[src/rtl/gpio_irq_pkg.sv]
// Package: shared register addresses for the GPIO edge interrupt block.
// Assumes a word-addressed bus; these addresses are the software contract.
package gpio_irq_pkg;

    localparam int unsigned ADDR_W = 3;

    typedef enum logic [ADDR_W-1:0] {
        RA_ENABLE  = 3'd0,
        RA_SELECT  = 3'd1,
        RA_DIR     = 3'd2,
        RA_POLAR   = 3'd3,
        RA_STATUS  = 3'd4,
        RA_CLEAR   = 3'd5,
        RA_SUMMARY = 3'd6
    } reg_addr_e;

endpackage

[src/rtl/gpio_pin_sync.sv]
// Module: gpio_pin_sync
// Two-flop synchronizer per pin, plus a third stage that holds the previous
// synchronized level. Reports one-cycle rise and fall pulses per pin.
// Assumes pins are asynchronous levels that stay put for at least two clocks.
module gpio_pin_sync #(
    parameter int unsigned NUM_PINS = 23
) (
    input  logic                clk,
    input  logic                rst_n,
    input  logic [NUM_PINS-1:0] pin_i,
    output logic [NUM_PINS-1:0] rise_o,
    output logic [NUM_PINS-1:0] fall_o
);

    for (genvar p = 0; p < NUM_PINS; p++) begin : g_pin
        logic meta_q, sync_q, prev_q;

        // Purpose: bring the pin in and remember its last synchronized level.
        always_ff @(posedge clk) begin
            if (!rst_n) begin
                meta_q <= 1'b0;
                sync_q <= 1'b0;
                prev_q <= 1'b0;
            end else begin
                meta_q <= pin_i[p];
                sync_q <= meta_q;
                prev_q <= sync_q;
            end
        end

        // Purpose: compare the current level with the last one to find transitions.
        always_comb begin
            rise_o[p] = sync_q & ~prev_q;
            fall_o[p] = ~sync_q & prev_q;
        end
    end

endmodule

[src/rtl/gpio_edge_qual.sv]
// Module: gpio_edge_qual
// Combinational per-pin qualifier. A pin hits when it is enabled, set to GPIO
// use, set as input, and the transition matches its polarity (0 rise, 1 fall).
// Assumes edge pulses last one cycle.
module gpio_edge_qual #(
    parameter int unsigned NUM_PINS = 23
) (
    input  logic [NUM_PINS-1:0] rise_i,
    input  logic [NUM_PINS-1:0] fall_i,
    input  logic [NUM_PINS-1:0] ien_i,
    input  logic [NUM_PINS-1:0] sel_i,
    input  logic [NUM_PINS-1:0] dir_i,
    input  logic [NUM_PINS-1:0] pol_i,
    output logic [NUM_PINS-1:0] hit_o
);

    for (genvar p = 0; p < NUM_PINS; p++) begin : g_qual
        logic armed;
        logic edge_seen;

        // Purpose: gate detection and pick the active transition for this pin.
        always_comb begin
            armed     = ien_i[p] & sel_i[p] & ~dir_i[p];
            edge_seen = pol_i[p] ? fall_i[p] : rise_i[p];
            hit_o[p]  = armed & edge_seen;
        end
    end

endmodule

[src/rtl/gpio_irq_regs.sv]
// Module: gpio_irq_regs
// Register file: four read/write configuration registers, a sticky status
// register with write-one-to-clear, and a sticky summary bit that re-arms.
// Assumes one bus write per cycle; a set always wins over a clear.
module gpio_irq_regs
    import gpio_irq_pkg::*;
#(
    parameter int unsigned NUM_PINS = 23,
    parameter int unsigned REG_W    = 32
) (
    input  logic                clk,
    input  logic                rst_n,
    input  logic                wr_en,
    input  logic [ADDR_W-1:0]   addr,
    input  logic [REG_W-1:0]    wdata,
    output logic [REG_W-1:0]    rdata,
    input  logic [NUM_PINS-1:0] hit_i,
    output logic [NUM_PINS-1:0] ien_o,
    output logic [NUM_PINS-1:0] sel_o,
    output logic [NUM_PINS-1:0] dir_o,
    output logic [NUM_PINS-1:0] pol_o,
    output logic [NUM_PINS-1:0] pend_o,
    output logic [NUM_PINS-1:0] clr_mask_o,
    output logic                sum_clr_o,
    output logic                summary_o
);

    localparam int unsigned PAD_W = REG_W - NUM_PINS;

    logic [NUM_PINS-1:0] ien_q, sel_q, dir_q, pol_q, pend_q;
    logic                summary_q;
    logic [NUM_PINS-1:0] wr_bits;
    logic                unused_hi;

    assign wr_bits   = wdata[NUM_PINS-1:0];
    assign unused_hi = ^wdata[REG_W-1:NUM_PINS];

    // Purpose: decode the clear strobes from the bus.
    always_comb begin
        clr_mask_o = (wr_en && addr == RA_CLEAR) ? wr_bits : '0;
        sum_clr_o  = wr_en && addr == RA_SUMMARY && wdata[0];
    end

    // Purpose: hold the four configuration registers.
    always_ff @(posedge clk) begin
        if (!rst_n) begin
            ien_q <= '0;
            sel_q <= '0;
            dir_q <= '0;
            pol_q <= '0;
        end else if (wr_en) begin
            case (addr)
                RA_ENABLE: ien_q <= wr_bits;
                RA_SELECT: sel_q <= wr_bits;
                RA_DIR:    dir_q <= wr_bits;
                RA_POLAR:  pol_q <= wr_bits;
                default:   ;
            endcase
        end
    end

    // Purpose: sticky pending flags, cleared by ones, with set beating clear.
    always_ff @(posedge clk) begin
        if (!rst_n) begin
            pend_q <= '0;
        end else begin
            pend_q <= (pend_q & ~clr_mask_o) | hit_i;
        end
    end

    // Purpose: sticky summary bit that cannot drop while flags are pending.
    always_ff @(posedge clk) begin
        if (!rst_n) begin
            summary_q <= 1'b0;
        end else begin
            summary_q <= (|hit_i) | (summary_q & ~sum_clr_o) | (sum_clr_o & (|pend_q));
        end
    end

    // Purpose: return the addressed register, padded with zeros.
    always_comb begin
        case (addr)
            RA_ENABLE:  rdata = {{PAD_W{1'b0}}, ien_q};
            RA_SELECT:  rdata = {{PAD_W{1'b0}}, sel_q};
            RA_DIR:     rdata = {{PAD_W{1'b0}}, dir_q};
            RA_POLAR:   rdata = {{PAD_W{1'b0}}, pol_q};
            RA_STATUS:  rdata = {{PAD_W{1'b0}}, pend_q};
            RA_SUMMARY: rdata = {{(REG_W-1){1'b0}}, summary_q};
            default:    rdata = '0;
        endcase
    end

    assign ien_o     = ien_q;
    assign sel_o     = sel_q;
    assign dir_o     = dir_q;
    assign pol_o     = pol_q;
    assign pend_o    = pend_q;
    assign summary_o = summary_q;

endmodule

[src/rtl/gpio_edge_irq.sv]
// Module: gpio_edge_irq (top)
// Synchronizes the pins, qualifies edges per pin and keeps sticky status
// plus a summary interrupt. Assumes a single synchronous bus master.
module gpio_edge_irq
    import gpio_irq_pkg::*;
#(
    parameter int unsigned NUM_PINS = 23,
    parameter int unsigned REG_W    = 32
) (
    input  logic                clk,
    input  logic                rst_n,
    input  logic                bus_wr,
    input  logic [ADDR_W-1:0]   bus_addr,
    input  logic [REG_W-1:0]    bus_wdata,
    output logic [REG_W-1:0]    bus_rdata,
    input  logic [NUM_PINS-1:0] pin_i,
    output logic                irq_o
);

    logic [NUM_PINS-1:0] rise, fall, hit;
    logic [NUM_PINS-1:0] ien, sel, dir, pol, pend, clr_mask;
    logic                sum_clr, summary;

    gpio_pin_sync #(.NUM_PINS(NUM_PINS)) sync_i (
        .clk    (clk),
        .rst_n  (rst_n),
        .pin_i  (pin_i),
        .rise_o (rise),
        .fall_o (fall)
    );

    gpio_edge_qual #(.NUM_PINS(NUM_PINS)) qual_i (
        .rise_i (rise),
        .fall_i (fall),
        .ien_i  (ien),
        .sel_i  (sel),
        .dir_i  (dir),
        .pol_i  (pol),
        .hit_o  (hit)
    );

    gpio_irq_regs #(.NUM_PINS(NUM_PINS), .REG_W(REG_W)) regs_i (
        .clk        (clk),
        .rst_n      (rst_n),
        .wr_en      (bus_wr),
        .addr       (bus_addr),
        .wdata      (bus_wdata),
        .rdata      (bus_rdata),
        .hit_i      (hit),
        .ien_o      (ien),
        .sel_o      (sel),
        .dir_o      (dir),
        .pol_o      (pol),
        .pend_o     (pend),
        .clr_mask_o (clr_mask),
        .sum_clr_o  (sum_clr),
        .summary_o  (summary)
    );

    assign irq_o = summary;

endmodule

[config.mk]
export PLATFORM = sky130hd
export DESIGN_NAME = gpio_edge_irq
export DESIGN_NICKNAME = d
export VERILOG_FILES = /design/src/rtl/gpio_irq_pkg.sv /design/src/rtl/gpio_pin_sync.sv /design/src/rtl/gpio_edge_qual.sv /design/src/rtl/gpio_irq_regs.sv /design/src/rtl/gpio_edge_irq.sv
export SDC_FILE = /design/constraint.sdc
export NUM_CORES = 1
export LEC_CHECK = 0
export BUFFER_PORTS_ARGS = -buffer_cell sky130_fd_sc_hd__buf_4
export CAP_MARGIN = 20
export CORE_MARGIN = 2
export CORE_UTILIZATION = 50
export CTS_BUF_LIST = sky130_fd_sc_hd__clkbuf_2 sky130_fd_sc_hd__clkbuf_4 sky130_fd_sc_hd__clkbuf_8
export DETAILED_ROUTE_END_ITERATION = 12
export MAX_ROUTING_LAYER = met4
export PLACE_DENSITY = 0.74
export RECOVER_POWER = 50
export SETUP_SLACK_MARGIN = 0.02
export SLEW_MARGIN = 20
export SYNTH_ARGS = -nofsm -noshare
export SYNTH_HDL_FRONTEND = slang
export SYNTH_SLANG_ARGS = --single-unit
[constraint.sdc]
create_clock -name clk -period 1.75 [get_ports clk]
set_input_delay 0.35 -clock clk [delete_from_list [all_inputs] [get_ports clk]]
set_output_delay 0.35 -clock clk [all_outputs]
set_load 0.005 [all_outputs]
Word level (Yosys, flattened, before mapping) --
Cells that the tools add are included.
Operators by class: $add $sub $neg 0, multipliers 0, div/mod/pow operators 0, magnitude comparators 0, equality and inequality tests 6, shift-type cells 0, mux-type cells 25, bitwise logic cells 192, reductions and logical operators 10
Operators by type and width (number):
- 23-bit one-hot mux with 6 select lines | 1
- 1-bit AND | 117
- 1-bit NOT | 70
- 23-bit OR reduction | 2
- 23-bit AND | 1
- 1-bit two-way mux | 23
- 23-bit two-way mux | 1
- 23-bit NOT | 1
- 23-bit OR | 1
- 3-bit == test (second input constant) | 3
- 2-bit AND reduction | 4
- 3-bit by 2-bit == test with 1-bit output (second input constant) | 2
- 3-bit by 1-bit == test with 1-bit output (second input constant) | 1
- 1-bit logical AND | 3
- 3-bit logical NOT | 1
- 1-bit OR | 2
Word-level totals: flip-flop bits (word level) 185, latch bits 0, RAM bits 0, ROM bits 0, memories 0

Depth between registers and ports, before layout --
Gate-level depths: netlist of run 1.
word-level depth 7, depth in mapped cells 7

Hierarchy --
From an unflattened synthesis of run 1, not the netlist that was laid out.
Unflattened totals: cells, all modules 900, area total of the unflattened synthesis 8234.1 um2
By module, submodules not included:
- gpio_irq_regs | times used 1, cells each 640, area an instance 5539.1 um2, sequential area each 2322.2 um2
- gpio_pin_sync | times used 1, cells each 191, area an instance 2148.3 um2, sequential area each 1381.3 um2
- gpio_edge_qual | times used 1, cells each 69, area an instance 546.8 um2, sequential area each 0.0 um2

Worst setup path after synthesis of run 1 --
No wires, ideal clock.
kind input to output, start input port bus_addr[2], end output port bus_rdata[4], arrival time 1.283 ns, slack 0.117 ns, stages on the path 6, cell sequence buf_2 buf_2 mux2i_1 nor3_1 a31oi_1 o21ai_0
On the way: longest elaborated chain between the ends 2
Ends and longest elaborated chain:
- from (decl) | RTL line gpio_edge_irq.sv:13 | input logic [ADDR_W-1:0] bus_addr,
- 3-bit == test, or another cell as far along | RTL line gpio_irq_regs.sv:82 | case (addr)
- 23-bit one-hot mux with 6 select lines * | RTL line gpio_irq_regs.sv:82
- to (decl) | RTL line gpio_edge_irq.sv:15 | output logic [REG_W-1:0] bus_rdata,
Mark *: on every way between the ends. The rest lies on a longest branch, timed or not.

Final worst setup path of run 1 --
start input port bus_addr[0], end output port bus_rdata[20]
Same word-level chain as after synthesis.

==> results of run 1 <==
-- cells by family (layout without fill, tap and decap cells) --
| logic type | Yosys count | count (layout) | synth area share [%] |
|---|---|---|---|
| AO/OA/AOI/OAI | 198 | 198 | 17.28 |
| multiplexers | 33 | 33 | 4.384 |
| AND/OR/NAND/NOR | 425 | 425 | 26.91 |
| buffers and inverters | 69 | 203 | 4.016 |
| flip-flops | 185 | 185 | 47.36 |
| other | 1 | 9 | 0.04795 |
-- final cells by class --
cell class / count / area (sq um) / share of cell area (%)
Sequential cell: 185 / 3759 / 38.56
Timing Repair Buffer: 170 / 1328 / 13.62
Clock buffer: 20 / 262.8 / 2.695
Clock inverter: 12 / 162.7 / 1.669
Multi-Input combinational cell: 665 / 3969 / 40.71
Inverter: 1 / 3.754 / 0.03851
Tap cell: 211 / 264.0 / 2.708
-- power by group through the flow --
stage / sequential, W / combinational [W] / clock, W
global route: 0.00439 / 0.000728 / 0.00329
finish: 0.00438 / 0.000678 / 0.00307
floorplan: 0.00445 / 0.000346 / 0
detailed placement: 0.00447 / 0.000651 / 0
global placement: 0.00447 / 0.000643 / 0
CTS: 0.00438 / 0.000673 / 0.00311
-- final timing paths --
kind                                         startpoint                      end  slack [ns]  cells past startpoint
worst max-delay path                        bus_addr[0]            bus_rdata[20]       -0.19                      7
worst max register to register         regs_i.pol_o[21]         regs_i.summary_o       -0.01                      6
worst min-delay path                          pin_i[10]  sync_i.g_pin[10].meta_q        0.08                      2
worst min register to register  sync_i.g_pin[14].meta_q  sync_i.g_pin[14].sync_q        0.43                      1
-- state kept, by name, summed over array words and instances (netlist names) --
register	flops
regs_i.summary_o	1
sync_i.g_pin.sync_q	23
regs_i.pol_o	23
sync_i.g_pin.meta_q	23
regs_i.dir_o	23
regs_i.sel_o	23
regs_i.ien_o	23
sync_i.g_pin.prev_q	23
regs_i.pend_o	23
-- critical path: cells and delay by family --
family                 cells  cell delay [ns]
buffers and inverters      5             0.88
AO/OA/AOI/OAI              1             0.21
AND/OR/NAND/NOR            1             0.13
-- metrics by stage --
stage          total power (W)  hold slack, ns
6_report              0.008130         0.07520
5_1_grt               0.008409         0.04583
3_5_place_dp          0.005124          0.4169
2_1_floorplan         0.004800          0.4119
3_3_place_gp          0.005111          0.4134
4_1_cts               0.008163         0.05095
-- repair_timing --
action | CTS | global route
endpoints found under the hold margin | 0 | 0
setup endpoints to repair | 24 | 24
cloned | 0 | 0
buffers inserted | 18 | 8
pin swaps | 9 | 11
gates resized for setup | 52 | 24
-- layer usage --
metal | track usage (%) | vias to the layer above | share of wire [%]
met1 | 33.34 | 3284 | 43
met2 | 43.45 | 270 | 48
li1 | - | 3324 | -
met4 | 8.504 | 0 | 1.9
met5 | - | - | 0
met3 | 6.358 | 40 | 7.5
-- layout by cell type (no fill, tap or decap), drive strengths merged, types with 28 or more instances in the layout --
cell type    n
a21boi      92
nor2b       28
clkbuf      30
a21oi       43
and2        73
dfxtp      185
nand2      235
mux2i       32
buf        160
==> run summary, run 1 <==
The run finished, with violations left. The final reports fail on setup timing. In the post-synthesis netlist, the biggest area contributors are dfxtp_1, nand2_1, a21boi_1. The synthesis warning total came out at 0. At the worst endpoint, the arrival time is 1.59 ns. 0 antenna diodes ended up in the layout.

The detailed-route via count came out at 6918. The portion of the post-synthesis area used by sequential elements came out at between 40% and 50%. Dividing total power by cell area gives a power density of 834.0 nW/um^2. The post-synthesis sequential element count is 185.

The filler cell count in the final layout is 1310. The number of detailed-routing iterations run before antenna repair is 5. The tree is rooted in a clkbuf_8. The number of maximum-capacitance violations came out at 0.

The time the final worst path needs with I/O delays and setup is 1.942 ns. The final setup slack of the worst path came out at -0.1921 ns. The routed via count divided by cell count came out at 5.473. The most used standard cell by instance count after synthesis is nand2_1.

The maximum clock path buffer count came out at 2. Summed over all instances, the cell type with the most area after synthesis is dfxtp_1. Cells fill about 64% of the core in the end. The number of enable-type register cells in the synthesized netlist came out at 0. The leftover overflow at the end of global routing came out at 0. The first global-routing pass estimated 33.40 mm of wire. The pin count of the biggest net entering global routing came out at 59. The relative contribution of combinational cells to total power came out at 8.3%. The routed length per placed instance is 16.86 microns. STA classifies the critical path endpoint as a primary output.

The most frequent cell on the critical path is buf_4. In this run the horizontal extent of the chip is 129.1 microns. The wire length reported by the detailed router is 21.31 mm. The startpoint type of the worst setup path is an input port.

The count of buffers added on input and output ports is 75. The synthesized instance count is 911. The slowest stage of the critical path is the clkbuf_1 cell.

The floorplan die area is 16660 sq um. The height of the die came out at ~130 microns. The area inside the core boundary came out at between 15000 and 20000 sq um.

Once the floorplan was initialized, standard cells occupied 51.25% of the core. The number of levels in the clock H-tree came out at 4. The net switching power is 0.001983 W. In this run the count of I/O pins placed on the die edge is 94.

VDD sags by at most 0.0006025 V. The violation count after the first detailed-route iteration came out at 511. TritonCTS created 17 clock buffers.

Summing all placed instances gives a cell area of 9002 sq um. The number of pins exceeding their max-slew limit in the final report is 0. The final non-filler cell total is 1264. The internal power consumption is 0.006146 W. The distinct cell type count of the synthesized netlist came out at 36. The critical path goes through buf_4 -> buf_4 -> clkbuf_1 -> nand2b_1 -> buf_4 -> o22ai_1 -> buf_4. The final worst clock skew came out at approximately 0.012 ns. The post-route standard cell area excluding fillers is 9748 sq um. The routability congestion estimate from global placement is 0.9057. In this design, the stage delay of the slowest critical-path cell is 0.29 ns. Static timing analysis puts the maximum clock frequency at 0.5149 GHz. The estimated wirelength of the detail-placed design is 14.24 mm.

The maximum net fanout on the critical path came out at 5. The number of setup violations in the final report is 15. The mapped netlist covers around 8000 sq um. Net switching is 24.40% of the power. Including well taps, the total number of placed cells is about 1200. The area growth from synthesis to layout is 24.66%. For the pin with the worst max-slew slack, the measured transition is 0.9282 ns. The relative max-transition margin is 38.12%.

The share of the synthesized area in the top cell type is a little under half. At the later pin of the worst-skew pair, clock insertion delay measures 0.47 ns. In the synthesized netlist the async set-or-reset flop fraction comes to 0%. The number of endpoints with negative hold slack in the final report is 0. The min-delay analysis places its worst path in the category in2reg.

Registers are responsible for 53.9% of the overall power. The via count of the first global-routing pass came out at around 6600. The final clock period utilization by the worst path is 111.0%. TritonCTS built the clock tree. In the routed design, unresolved DRC markers number 0. The final net count is 1101. In the synthesized netlist the dominant register cell turns out to be dfxtp_1.

The aggregate global-route resource usage came out at 26.84%. The critical path in this run is classified as in2out. The number of antenna violations at the first check in global routing came out at 0. The number of buffers inserted for hold repair after clock tree synthesis is 0. Sorting the synthesized cells by how often they occur yields nand2_1, dfxtp_1, a21boi_1. Summed over all cells, the static leakage comes to 3.647 nW. In this run, the clock network consumes 37.8% of the power.

The clock-pin slew reported for the worst setup and hold paths after clock tree synthesis came out at 0.10 ns. Cells with a size suffix above 1 make up 26.12% of the layout. A synthesized cell averages 8.584 sq um. The required time at the endpoint of the critical path came out at between 1 and 1.5 ns. After routing, the total negative slack on setup checks comes to -1.368 ns. The post-place setup slack came out at -0.1672 ns. The clock sink count is 185.

The number of antenna-violating nets in the routed design came out at 0. The placement row count is 45. Setup repair after global routing could not meet its margin everywhere.
Note: power is estimated with default switching activity, not from simulation.
==> run 2, diff against run 1 <==
--- a/config.mk
+++ b/config.mk
@@ -7,7 +7,7 @@
 export LEC_CHECK = 0
 export BUFFER_PORTS_ARGS = -buffer_cell sky130_fd_sc_hd__buf_4
 export CAP_MARGIN = 20
-export CORE_MARGIN = 2
+export CORE_MARGIN = 5
 export CORE_UTILIZATION = 50
 export CTS_BUF_LIST = sky130_fd_sc_hd__clkbuf_2 sky130_fd_sc_hd__clkbuf_4 sky130_fd_sc_hd__clkbuf_8
 export DETAILED_ROUTE_END_ITERATION = 12
==> run 2 against run 1 <==
- the flow still finishes with violations (setup timing)
- critical path type is now reg2out
- fmax is 1.2% higher
- global-route usage shrank 2.6 points
- highest routed layer unchanged
- wire length shrank 1.5%
- clock skew up 0.0040 ns
- power shrank 3.0%
- first-iteration DRC count is 16% higher
- combinational power decreased by 1%
- utilization fell by 0.32 points
==> run summary, run 2 (synthesis results as in run 1) <==
The boundary pin count came out at 94 (unchanged). The area inside the core boundary is 15260 sq um (unchanged). The filler cell count in the final layout came out at 1317 (+0.53%). The initial standard-cell utilization of the core came out at 51.25% (unchanged).

The CTS buffer count came to 17 (unchanged). The final reports fail on setup timing. The number of setup violations in the final report came to 5 (-10). The clock sink count came out at 185 (unchanged). The clock-pin slew reported for the worst setup and hold paths after clock tree synthesis came out at 0.10 ns (about the same). The violation count after the first detailed-route iteration came out at 594 (+16%). The final setup slack of the worst path is -0.1691 ns (+0.02302 ns). The worst register-to-register path ends at regs_i.summary_o. The worst setup path is of the reg2out kind. The count of buffering cells on the critical path with inverters included is 2 (-3). The worst-case vdd ir drop is 0.0009104 V (+51%). The pin count of the biggest net entering global routing came to 66 (+12%).

The final worst clock skew came out at 0.01598 ns (+0.003955 ns). The tree is rooted in a clkbuf_8. In this design, the largest share of critical-path delay is due to multiplexers. The path type of the worst min-delay path is in2reg. The run finished, with violations left. The worst setup path is launched from a flip-flop.

The number of detailed-routing iterations run before antenna repair was 5 (unchanged). The final net count came to 1094 (-0.64%). The maximum clock frequency is 0.5211 GHz (+1.2%). The routed via count divided by cell count came out at 5.473 (about the same). The library cell used most frequently in the layout, excluding fill and tap cells, is nand2_1. The number of input and output port buffers inserted is 75 (unchanged). The critical path startpoint is regs_i.ien_o[21].

The fraction of final layout cells sized beyond drive strength 1 is 25.62% (-0.49 points). The signal arrival time at the worst endpoint is 1.57 ns (-0.02 ns). The number of remaining DRC errors came out at 0 (unchanged). The number of pins exceeding their max-slew limit in the final report was 0 (unchanged). The logic depth of the worst register-to-register path was 5 (-1). The leakage power total is 3.616 nW (-0.87%). The power density relative to cell area came out at 813.3 nW/um^2 (-2.5%). Setup repair after global routing could not meet its margin everywhere. The number of endpoints with negative hold slack in the final report came out at 0 (unchanged). The required time at the endpoint of the critical path came out at 1.40 ns (about the same). The routability congestion estimate from global placement came out at 0.8472 (-6.5%). The final cell utilization of the core came out at 63.57% (-0.32 points). The worst setup path is captured at a primary output.

The via count of the first global-routing pass is 6575 (+0.31%). The number of maximum-capacitance violations is 0 (unchanged). The minimum setup slack among reg-to-reg paths was 0.11 ns (+0.12 ns). The placed instance count is 1200 (-0.50%). The final clock period utilization by the worst path is 109.7% (-1.3 points). The worst register-to-register path begins at regs_i.pol_o[5].

The pin slew with the least headroom to its limit came out at 0.8778 ns (-0.05041 ns). The final non-filler cell total was 1257 (-0.55%). Traced cell by cell, the critical path runs through mux4_2 -> inv_2 -> o32ai_2 -> buf_4. The wire length reported by the detailed router is 20.99 mm (-1.5%).

The placement row count is 45 (unchanged). The critical path's largest stage delay came out at 0.46 ns (+0.17 ns). The maximum clock path buffer count is 2 (unchanged).

The estimated wirelength of the detail-placed design came out at 13.96 mm (-2.0%). The routed length per placed instance is 16.70 microns (-0.94%). The number of stages on the worst setup path is 4 (-3).

In the layout the commonest cells are nand2_1, buf_4, dfxtp_1, a21boi_1, and2_1. The relative max-transition margin was 41.48% (+3.4 points). The number of levels in the clock H-tree came out at 4 (unchanged). The floorplan die width came out at 135.1 microns (+4.6%). The height of the die came to 135.1 microns (+4.6%). The number of antenna-violating nets in the routed design came to 0 (unchanged). The area growth from synthesis to layout came out at 24.03%.

The final antenna diode count came to 0 (unchanged). The detailed-route via count is 6880 (-0.55%). For this design, the slowest cell found on the critical path is mux4_2. The critical path ends at bus_rdata[21]. The floorplan die area came out at 18240 sq um (+9.5%). The clock latency on the worst-skew pair was 0.49 ns (+0.02 ns). The first-pass GRT wire length came out at 33.73 mm (+1.0%).

The aggregate global-route resource usage is 24.28% (-2.6 points). The number of antenna violations at the first check in global routing is 0 (unchanged). The leftover overflow at the end of global routing is 0 (unchanged).

The time the final worst path needs with I/O delays and setup was 1.919 ns (-0.02302 ns). TritonCTS built the clock tree. The maximum net fanout on the critical path is 2 (-3).
[run 2: cell count changes in the layout (fill, tap and decap cells not counted), sizes merged]
cell      previous run  this run
clkbuf              30        21
inv                  5        10
bufinv               3         1
buf                160       159
clkinv               3         4
clkinvlp             2         1
[run 2: cell type report]
cell class | count | area, sq um | share of cell area (%)
tap | 211 | 264.0 | 2.722
multi-input combinational | 665 | 3945 | 40.67
clock inverter | 15 | 152.6 | 1.574
timing repair buffer | 163 | 1340 | 13.82
clock buffer | 17 | 234.0 | 2.412
inverter | 1 | 3.754 | 0.03870
sequential | 185 | 3760 | 38.76
[run 2: worst min path at each step]
stage / depth (start not counted) / startpoint / slack (ns) / to
after floorplan: 1 / sync_i.g_pin[0].meta_q / 0.41 / sync_i.g_pin[0].sync_q
after global placement: 1 / sync_i.g_pin[16].meta_q / 0.41 / sync_i.g_pin[16].sync_q
after detailed placement: 1 / sync_i.g_pin[17].meta_q / 0.42 / sync_i.g_pin[17].sync_q
after CTS: 2 / pin_i[3] / 0.03 / sync_i.g_pin[3].meta_q
after global routing: 2 / pin_i[10] / 0.01 / sync_i.g_pin[10].meta_q
final: 2 / pin_i[3] / 0.05 / sync_i.g_pin[3].meta_q
[run 2: worst register-to-register path, delay by kind of cell, from the launching register on]
| kind | cells | cell delay (ns) |
|---|---|---|
| AO/OA/AOI/OAI | 2 | 0.62 |
| flip-flops | 1 | 0.35 |
| AND/OR/NAND/NOR | 3 | 0.62 |
[run 2: repair_timing]
item	in CTS	in global routing
buffers inserted	23	2
endpoints found under the setup margin	23	24
pin swaps	13	12
resized for setup	61	18
gates cloned	1	0
hold buffers	0	0
[run 2: power breakdown]
part           switching [W]  internal [W]  total (W)
Clock                0.00167       0.00118    0.00284
Sequential         0.0000580       0.00432    0.00438
Combinational       0.000345      0.000325   0.000670
Total                0.00207       0.00582    0.00789
[run 2: metrics by stage]
stage          setup slack (ns)  hold slack, ns  TNS, ns  area, sq um  power, W
6_report                -0.1691         0.05443  -0.3002         9699  0.007888
5_1_grt                 -0.2451         0.01438   -2.266         9699  0.008202
4_1_cts                 -0.1925         0.03280  -0.4909         9659  0.007955
3_5_place_dp            -0.1746          0.4186  -0.2686         8982  0.005119
3_3_place_gp            -0.1606          0.4135  -0.3187         8982  0.005109
2_1_floorplan            0.1174          0.4119        0         7850  0.004800
[run 2: routing by layer]
metal  track usage, %  wire (microns)  vias to the layer above
li1                 -               -                     3321
met1            31.86            9426                     3266
met2            37.13            9705                      237
met3            5.253            1354                       56
met4            8.735             504                        0
met5                -               0                        -
